[src/rtl/sysclk_pkg.sv]
package sysclk_pkg;
  typedef enum logic [1:0] {
    SRC_XTAL = 2'd0,
    SRC_RC   = 2'd1,
    SRC_LP   = 2'd2,
    SRC_DBLR = 2'd3
  } src_e;

  localparam int NSRC = 4;

  // position of each source inside the running-flag vector
  function automatic int flag_pos(input src_e s);
    case (s)
      SRC_LP:   flag_pos = 0;
      SRC_RC:   flag_pos = 1;
      SRC_XTAL: flag_pos = 2;
      default:  flag_pos = 3;
    endcase
  endfunction
endpackage

[src/rtl/sysclk_req_check.sv]
module sysclk_req_check
  import sysclk_pkg::*;
#(
  parameter int SEL_W  = 3,
  parameter int HDIV_W = 3,
  parameter int PDIV_W = 2
) (
  input  logic [SEL_W-1:0]  sel_val,
  input  logic              use_trig,
  input  src_e              cur,
  input  logic [HDIV_W-1:0] hclk_div,
  input  logic [PDIV_W-1:0] pclk_div,
  output logic              legal,
  output src_e              tgt
);
  logic out_of_range;
  logic divs_unity;

  assign out_of_range = (sel_val >> 2) != '0;
  assign divs_unity   = (hclk_div == '0) && (pclk_div == '0);

  always_comb begin
    legal = 1'b1;
    tgt   = SRC_XTAL;
    if (use_trig) begin
      legal = (cur == SRC_RC);
    end else if (out_of_range) begin
      legal = 1'b0;
    end else begin
      tgt = src_e'(sel_val[1:0]);
      if (tgt == SRC_DBLR && !(cur == SRC_XTAL || cur == SRC_DBLR)) legal = 1'b0;
      if (tgt == SRC_DBLR && !divs_unity) legal = 1'b0;
      if (cur == SRC_DBLR && !(tgt == SRC_XTAL || tgt == SRC_DBLR)) legal = 1'b0;
      if (tgt == SRC_XTAL && cur == SRC_RC) legal = 1'b0;
    end
  end
endmodule

[src/rtl/sysclk_seq.sv]
module sysclk_seq
  import sysclk_pkg::*;
(
  input  logic            clk,
  input  logic            rst_n,
  input  logic            req_any,
  input  logic            legal,
  input  src_e            tgt_in,
  input  logic [NSRC-1:0] eff_ready,
  input  logic            dblr_refuse,
  input  logic            err_clr,
  output src_e            cur,
  output src_e            tgt,
  output logic            busy,
  output logic [NSRC-1:0] run_flags,
  output logic            err
);
  src_e            cur_q, tgt_q;
  logic            busy_q, err_q;
  logic [NSRC-1:0] run_q;
  logic            accept, finish, err_set;

  assign accept  = !busy_q && req_any && legal;
  assign finish  = busy_q && eff_ready[tgt_q];
  assign err_set = (req_any && (busy_q || !legal)) || dblr_refuse;

  always_ff @(posedge clk or negedge rst_n) begin
    if (!rst_n) begin
      cur_q  <= SRC_RC;
      tgt_q  <= SRC_RC;
      busy_q <= 1'b0;
      run_q  <= NSRC'(1) << flag_pos(SRC_RC);
    end else if (accept) begin
      busy_q <= 1'b1;
      tgt_q  <= tgt_in;
    end else if (finish) begin
      busy_q <= 1'b0;
      cur_q  <= tgt_q;
      run_q  <= NSRC'(1) << flag_pos(tgt_q);
    end
  end

  always_ff @(posedge clk or negedge rst_n) begin
    if (!rst_n)       err_q <= 1'b0;
    else if (err_set) err_q <= 1'b1;
    else if (err_clr) err_q <= 1'b0;
  end

  assign cur       = cur_q;
  assign tgt       = tgt_q;
  assign busy      = busy_q;
  assign run_flags = run_q;
  assign err       = err_q;

  assert_flags_onehot_R2: assert property (@(posedge clk) disable iff (!rst_n)
    $onehot0(run_flags));
  assert_flags_hold_until_ready_R7: assert property (@(posedge clk) disable iff (!rst_n)
    busy_q && !eff_ready[tgt_q] |=> $stable(run_flags) && busy_q);
  assert_reject_sets_err_R10: assert property (@(posedge clk) disable iff (!rst_n)
    req_any && !legal |=> err_q);
endmodule

[src/rtl/sysclk_dblr_ctl.sv]
module sysclk_dblr_ctl (
  input  logic clk,
  input  logic rst_n,
  input  logic on_req,
  input  logic off_req,
  input  logic live,
  output logic dblr_rst_n,
  output logic dblr_en,
  output logic refuse
);
  typedef enum logic [1:0] {D_OFF, D_RLS, D_ON} dstate_e;
  dstate_e st_q;

  assign refuse = off_req && live;

  always_ff @(posedge clk or negedge rst_n) begin
    if (!rst_n) st_q <= D_OFF;
    else if (off_req) begin
      if (!live) st_q <= D_OFF;
    end else if (on_req && st_q == D_OFF) st_q <= D_RLS;
    else if (st_q == D_RLS) st_q <= D_ON;
  end

  assign dblr_rst_n = (st_q != D_OFF);
  assign dblr_en    = (st_q == D_ON);

  assert_enable_after_release_R8: assert property (@(posedge clk) disable iff (!rst_n)
    $rose(dblr_en) |-> $past(dblr_rst_n));
  assert_refused_off_keeps_on_R8: assert property (@(posedge clk) disable iff (!rst_n)
    refuse && dblr_en |=> dblr_en);
endmodule

[src/rtl/sysclk_switch_ctrl.sv]
module sysclk_switch_ctrl
  import sysclk_pkg::*;
#(
  parameter int SEL_W  = 3,
  parameter int HDIV_W = 3,
  parameter int PDIV_W = 2
) (
  input  logic              clk,
  input  logic              rst_n,
  input  logic              sel_wr,
  input  logic [SEL_W-1:0]  sel_val,
  input  logic              xtal_trig,
  input  logic [HDIV_W-1:0] hclk_div,
  input  logic [PDIV_W-1:0] pclk_div,
  input  logic [3:0]        src_ready,
  input  logic              dblr_on,
  input  logic              dblr_off,
  input  logic              err_clr,
  output logic [3:0]        run_flags,
  output logic [1:0]        cur_src,
  output logic              busy,
  output logic              dblr_rst_n,
  output logic              dblr_en,
  output logic              dblr_out_rdy,
  output logic              req_err
);
  src_e            cur, tgt_pend, tgt_chk;
  logic            legal, refuse, live;
  logic [NSRC-1:0] eff_ready;

  generate
    for (genvar i = 0; i < NSRC; i++) begin : g_ready
      if (i == int'(SRC_DBLR)) begin : g_dblr
        assign eff_ready[i] = src_ready[i] & dblr_en;
      end else begin : g_plain
        assign eff_ready[i] = src_ready[i];
      end
    end
  endgenerate

  sysclk_req_check #(.SEL_W(SEL_W), .HDIV_W(HDIV_W), .PDIV_W(PDIV_W)) u_chk (
    .sel_val(sel_val), .use_trig(xtal_trig), .cur(cur),
    .hclk_div(hclk_div), .pclk_div(pclk_div), .legal(legal), .tgt(tgt_chk)
  );

  sysclk_seq u_seq (
    .clk(clk), .rst_n(rst_n), .req_any(sel_wr | xtal_trig), .legal(legal),
    .tgt_in(tgt_chk), .eff_ready(eff_ready), .dblr_refuse(refuse),
    .err_clr(err_clr), .cur(cur), .tgt(tgt_pend), .busy(busy),
    .run_flags(run_flags), .err(req_err)
  );

  assign live = (cur == SRC_DBLR) || (busy && tgt_pend == SRC_DBLR);

  sysclk_dblr_ctl u_dblr (
    .clk(clk), .rst_n(rst_n), .on_req(dblr_on), .off_req(dblr_off), .live(live),
    .dblr_rst_n(dblr_rst_n), .dblr_en(dblr_en), .refuse(refuse)
  );

  assign cur_src      = cur;
  assign dblr_out_rdy = eff_ready[SRC_DBLR];

  assert_dblr_live_needs_enable_R8: assert property (@(posedge clk) disable iff (!rst_n)
    run_flags[3] |-> dblr_en);
  assert_dblr_entry_from_xtal_R3: assert property (@(posedge clk) disable iff (!rst_n)
    $rose(run_flags[3]) |-> $past(run_flags[2]));
endmodule

[config.mk]
export PLATFORM = sky130hd
export DESIGN_NAME = sysclk_switch_ctrl
export DESIGN_NICKNAME = d
export VERILOG_FILES = /design/src/rtl/sysclk_pkg.sv /design/src/rtl/sysclk_req_check.sv /design/src/rtl/sysclk_seq.sv /design/src/rtl/sysclk_dblr_ctl.sv /design/src/rtl/sysclk_switch_ctrl.sv
export SDC_FILE = /design/constraint.sdc
export NUM_CORES = 1
export LEC_CHECK = 0
export BUFFER_PORTS_ARGS = -buffer_cell sky130_fd_sc_hd__buf_2
export CAP_MARGIN = 5
export CORE_MARGIN = 2
export CORE_UTILIZATION = 45
export CTS_CLUSTER_SIZE = 12
export DETAILED_ROUTE_END_ITERATION = 8
export PLACE_DENSITY = 0.8
export SETUP_SLACK_MARGIN = 0.5
export SLEW_MARGIN = 5
export SYNTH_ARGS = -nofsm -noshare
export SYNTH_HDL_FRONTEND = slang
export SYNTH_HIERARCHICAL = 1
export SYNTH_SLANG_ARGS = --single-unit
export TNS_END_PERCENT = 10
[constraint.sdc]
create_clock -name clk -period 3.5 [get_ports clk]
set_input_delay 0.7 -clock clk [delete_from_list [all_inputs] [get_ports clk]]
set_output_delay 0.7 -clock clk [all_outputs]
set_load 0.1 [all_outputs]
Yosys cells after proc, flatten, opt, wreduce, memory -nomap -nowiden
Index checks and enable logic that the tools add are counted.
W data, S select, Z words.
{ "word_totals": {"ff_bits": 12, "in_bits": 19, "output_inout_bits": 11, "wordCells": 75} }
{ "classes": {"n_lt_le_gt_ge": 1, "n_eq_ne": 9, "shifts": 1, "n_mux": 21, "bitwise_logic": 3, "n_reduce_logical": 34} }
{ "ops": {"columns": ["op", "n"], "rows": [
  ["$mux W32", 2],
  ["$shl A1 B32 Y4 const A", 1],
  ["$logic_and A1 B1 Y1", 12],
  ["$mux W2", 6],
  ["$mux W1", 11],
  ["$eq A2 B2 Y1 const B", 5],
  ["$logic_not A2 Y1", 5],
  ["$eq A2 B1 Y1 const B", 3],
  ["$pmux W2 S3", 1],
  ["$reduce_bool A2 Y1", 3],
  ["$logic_not A1 Y1", 5],
  ["$logic_or A1 B1 Y1", 5],
  ["$reduce_and A2 Y1", 2],
  ["$logic_not A3 Y1", 1],
  ["$lt A2 B3 Y1 const B", 1],
  ["$reduce_bool A3 Y1", 1],
  ["$bmux W1 S2", 1],
  ["$ne A2 B2 Y1 const B", 1],
  ["$and A1 B1 Y1", 1],
  ["$not A1 Y1", 1],
  ["$or A1 B1 Y1", 1]
]} }

Logic depth before layout (Yosys ltp)
{ "logic_depth": {"ltp_word": 15, "mapped_depth": 7, "depth_no_buf": 7} }

Modules after synthesis
The synthesis kept the hierarchy.
{ "by_module_without_submodules": {"columns": ["module", "n_inst", "cells_per_inst", "area_per_inst_um2"], "rows": [
  ["sysclk_seq", 1, 40, 501.7],
  ["sysclk_dblr_ctl", 1, 11, 111.4],
  ["sysclk_req_check", 1, 14, 111.4],
  ["sysclk_switch_ctrl", 1, 3, 22.5]
]} }

Worst setup path after synthesis
OpenSTA, ideal clock, no wires.
{ "synth_timing": {"kind": "register -> register", "startpoint": "reg u_dblr.st_q[0]", "endpoint": "reg u_seq.run_q[2] (netlist: u_seq/run_flags[2])", "setup_ns": 0.126, "t_arrival_ns": 3.512, "required_time_ns": 3.374, "path_slack_ns": -0.139, "stages_incl_launch_ff": 6, "n_path_buf": 0, "cell_sequence": "dfrtp_1 -> nor2b_1 -> and2_1 -> mux2i_4 -> o22ai_4 -> mux2_4"} }
{ "synth_between": {"elab_chain_len": 6} }
{ "synth_lines": {"columns": ["element", "line_no", "source"], "rows": [
  ["start, declared", "sysclk_dblr_ctl.sv:12", "dstate_e st_q;"],
  ["start signal, assigned", "sysclk_dblr_ctl.sv:17", "if (!rst_n) st_q <= D_OFF;"],
  ["start signal, assigned", "sysclk_dblr_ctl.sv:19", "if (!live) st_q <= D_OFF;"],
  ["start signal, assigned", "sysclk_dblr_ctl.sv:20", "end else if (on_req && st_q == D_OFF) st_q <= D_RLS;"],
  ["$eq A2 B2 Y1", "sysclk_dblr_ctl.sv:25", "assign dblr_en = (st_q == D_ON);"],
  ["net dblr_en", "sysclk_switch_ctrl.sv:23", "output logic dblr_en,"],
  ["$and A1 B1 Y1", "sysclk_switch_ctrl.sv:34", "assign eff_ready[i] = src_ready[i] & dblr_en;"],
  ["net dblr_out_rdy", "sysclk_switch_ctrl.sv:24", "output logic dblr_out_rdy,"],
  ["$bmux W1 S2", "sysclk_seq.sv:24", "assign finish = busy_q && eff_ready[tgt_q];"],
  ["$mux W1 (implied by the code)", "sysclk_seq.sv:24", null],
  ["$logic_and A1 B1 Y1", "sysclk_seq.sv:24", null],
  ["$reduce_and A2 Y1 (no line)", null, null],
  ["end signal, assigned", "sysclk_seq.sv:32", "run_q <= NSRC'(1) << flag_pos(SRC_RC);"],
  ["end signal, assigned", "sysclk_seq.sv:39", "run_q <= NSRC'(1) << flag_pos(tgt_q);"],
  ["end, declared", "sysclk_seq.sv:20", "logic [NSRC-1:0] run_q;"]
]} }
The timed path passes the listed nets, and every way through them passes these cells. The select of a mux whose other input is x is not followed.
A chain may end at the register's enable or synchronous reset.

Final worst setup path
{ "layout_timing": {"startpoint": "reg u_dblr.st_q[0]", "endpoint": "out dblr_out_rdy"} }
{ "layout_between": {"elab_chain_len": 2} }
{ "layout_lines": {"columns": ["element", "line_no"], "rows": [
  ["$eq A2 B2 Y1", "sysclk_dblr_ctl.sv:25"],
  ["$and A1 B1 Y1", "sysclk_switch_ctrl.sv:34"],
  ["end, declared", "sysclk_switch_ctrl.sv:24"]
]} }
Every way passes these cells.

==> impl_metrics.py <==
metrics = {
    "grt": {
        "grt_pass1_vias": 569,
        "grt_max_degree": 13,
        "antenna_found_initial": 0,
        "grtUsageTotal": 0.170,
        "grt_pass1_wl_mm": 2.39,
        "grt_remaining_overflow": 0,
    },
    "clock_network": {
        "cts_root_buf": "clkbuf_4",
        "post_cts_buffers": 0,
        "clkTransAtPathRegs_ns": 0.07,
        "cts_tree": "done",
        "cts_buffers": 3,
        "clk_latency_ns": 0.27,
        "clock-sinks": 12,
        "cts_resized": 0,
        "cts.hold.buffers_added": 0,
        "h-tree-depth": 1,
        "clock_path_buffers": 2,
    },
    "worst_setup_path": {
        "crit_type": "register to primary output",
        "cp_slowest_stage_delay_ns": 0.43,
        "critPathCapture": "dblr_out_rdy",
        "worstPathArrival_ns": 1.45,
        "worstPathCellList": "nor2b_2, and2_2, buf_2",
        "critPathMaxFanout": 4,
        "critPathRequiredTime_ns": 2.80,
        "rr_worst_depth": 7,
        "worst_setup_path_start_kind": "register",
        "reg2reg_to": "u_seq/tgt[1]",
        "crit_start": "u_dblr/st_q[0]",
        "crit_path_top_delay_cell": "buf_2",
        "r2r_slack_ns": 1.44,
        "r2r-start": "u_seq/cur[1]",
        "end_kind": "primary output",
    },
    "routing": {
        "routed_wirelength_mm": 1.41,
        "dr.pass1.iters": 3,
        "vias": 606,
        "drc": 0,
        "avgRoutedWirePerCell_um": 12.2,
        "vias_per_cell": 5.27,
        "drt-initial-drc-count": 7,
        "postRouteAntennaNets": 0,
    },
    "power": {
        "ir_drop_mv": 0.440,
        "powerDensity_mw_per_mm2": 884,
        "leakagePower_nw": 0.464,
        "power_uw": 828,
    },
    "timing": {
        "grt_setup_unrepaired": "false",
        "report.final.slew_viol_count": 0,
        "hold_viol_final": 0,
        "fin_skew_ns": 0.00153,
        "post-route-min-period_ns": 2.15,
        "max_freq_mhz": 465,
        "finalCritPeriodShare": 0.614,
        "finalWorstSetupSlack_ns": 1.35,
        "final.setup.tns_ns": 0,
        "setup_viol": 0,
        "tightestPinTransition_ns": 0.489,
        "relSlewSlack": 0.676,
    },
    "floorplanning": {
        "die-area_mm2": 0.00200,
        "rows": 14,
        "die_h_um": 44.7,
        "core_mm2": 0.00152,
        "start_util": 0.490,
        "io_pins": 30,
        "fp.dieW_um": 44.7,
    },
    "synth": {
        "syn_area_per_cell_um2": 11.0,
        "syn-num-nets": 91,
        "yosys-top-cells-area": "dfrtp_1 (30%), dfstp_2 (11%), ha_1 (6.7%)",
        "synth-seq-cells": 12,
        "synth-seq-area-share": 0.407,
        "synth_top_area_frac": 0.302,
        "synth-warning-count": 6,
        "syn_inst": 68,
        "netlist_area_um2": 747,
        "yosys.area.top_type": "dfrtp_1",
        "synth.distinct_cells": 30,
    },
    "cells_and_area": {
        "final_layout_size_suffix_gt1_frac": 0.465,
        "nets": 123,
        "antenna_cells": 0,
        "synthToLayoutAreaGrowth_pct": 25.5,
    },
    "place": {
        "port_buffers": 29,
        "dpl.hpwl_mm": 1.12,
        "pre_cts_slack_ns": 1.27,
        "finalWeightedCongestion": 0.785,
    },
    "run_status": {
        "outcome": "completed",
    },
    "run": {
        "max-cap-violations": 0,
    },
    "min_path": {
        "min_path_type": "input port to async pin",
    },
}
==> Yosys cell counts <==
cell type / number
and2_1: 1
clkbuf_1: 1
buf_6: 1
nand2_1: 2
dfrtp_1: 9
ha_1: 4
o21ai_1: 2
and2_2: 1
nand2b_1: 2
nand4_1: 1
o31ai_1: 1
dfstp_2: 3
or2_1: 1
nor2b_1: 1
mux2_4: 2
o22ai_4: 1
mux2i_1: 1
o21ai_0: 4
a22o_1: 2
mux2i_4: 2
nand4b_1: 2
inv_1: 10
or4b_1: 1
mux2_1: 1
nor2_1: 3
mux2_2: 2
a221o_1: 2
nand3_1: 1
a32o_1: 2
nor3_1: 2
==> metal layers <==
layer / part of all wire / GRT usage / wire [um]
met1: 0.44 / 0.210 / 618
met2: 0.46 / 0.261 / 654
met3: 0.070 / 0.0600 / 99
met4: 0.025 / 0.0909 / 35
met5: 0 / 0 / 0
==> cells in the final DEF (no fill, tap or decap), types with 3 or more instances in the layout <==
cell,synthesis,final
dfrtp_1,9,9
inv_1,10,10
ha_1,4,4
dfstp_2,3,3
nor2_1,3,3
clkbuf_4,0,3
o21ai_0,4,4
buf_2,0,29
==> how the worst min path moves through the flow <==
stage                                    end  slack, ns  cells after the start
after CTS                 u_seq/run_flags[2]       0.28                      1
after global routing               u_seq/err       0.29                      1
after global placement    u_seq/run_flags[1]       0.46                      2
after detailed placement  u_seq/run_flags[1]       0.48                      2
final                              u_seq/err       0.29                      1
after floorplan               u_dblr/st_q[0]       0.40                      0
==> cell families after synthesis <==
family          share of synthesized area
compound gates                      0.154
fa+ha+maj                          0.0670
mux                                 0.159
simple gates                        0.142
flops                               0.407
buf+inv                            0.0704
==> through the flow <==
| step | utilization | hold WS, ns | instance area [um2] | cells |
|---|---|---|---|---|
| detailed placement | 0.591 | 0.482 | 901 | 111 |
| finish | 0.615 | 0.287 | 937 | 115 |
| CTS | 0.615 | 0.285 | 937 | 115 |
| global placement | 0.591 | 0.459 | 901 | 111 |
| floorplan | - | 0.404 | 751 | 68 |
| global route | 0.615 | 0.295 | 937 | 115 |
==> critical path, delay by kind of cell, from the launching register on <==
kind          cells  cell delay [ns]
buf+inv           1             0.43
simple gates      2             0.32
flops             1             0.42
==> sequential cells by signal, indices dropped and copies added (netlist names) <==
| register | count |
|---|---|
| u_dblr/st_q | 2 |
| u_seq/err | 1 |
| u_seq/busy | 1 |
| u_seq/run_flags | 4 |
| u_seq/cur | 2 |
| u_seq/tgt | 2 |
==> power breakdown <==
part           internal, mW  switching, mW
Combinational         0.125          0.342
Clock                0.0633         0.0466
Sequential            0.190         0.0620
Total                 0.378          0.451
==> area by class of cell <==
type,instances,area (um2)
flip-flops and latches,12,304
well taps,16,20.0
clock buffers,4,36.3
repair buffers,29,145
multi-input cells,44,394
inverters,10,37.5
fillers,132,587
No activity file was read; power rests on OpenSTA's default activity.
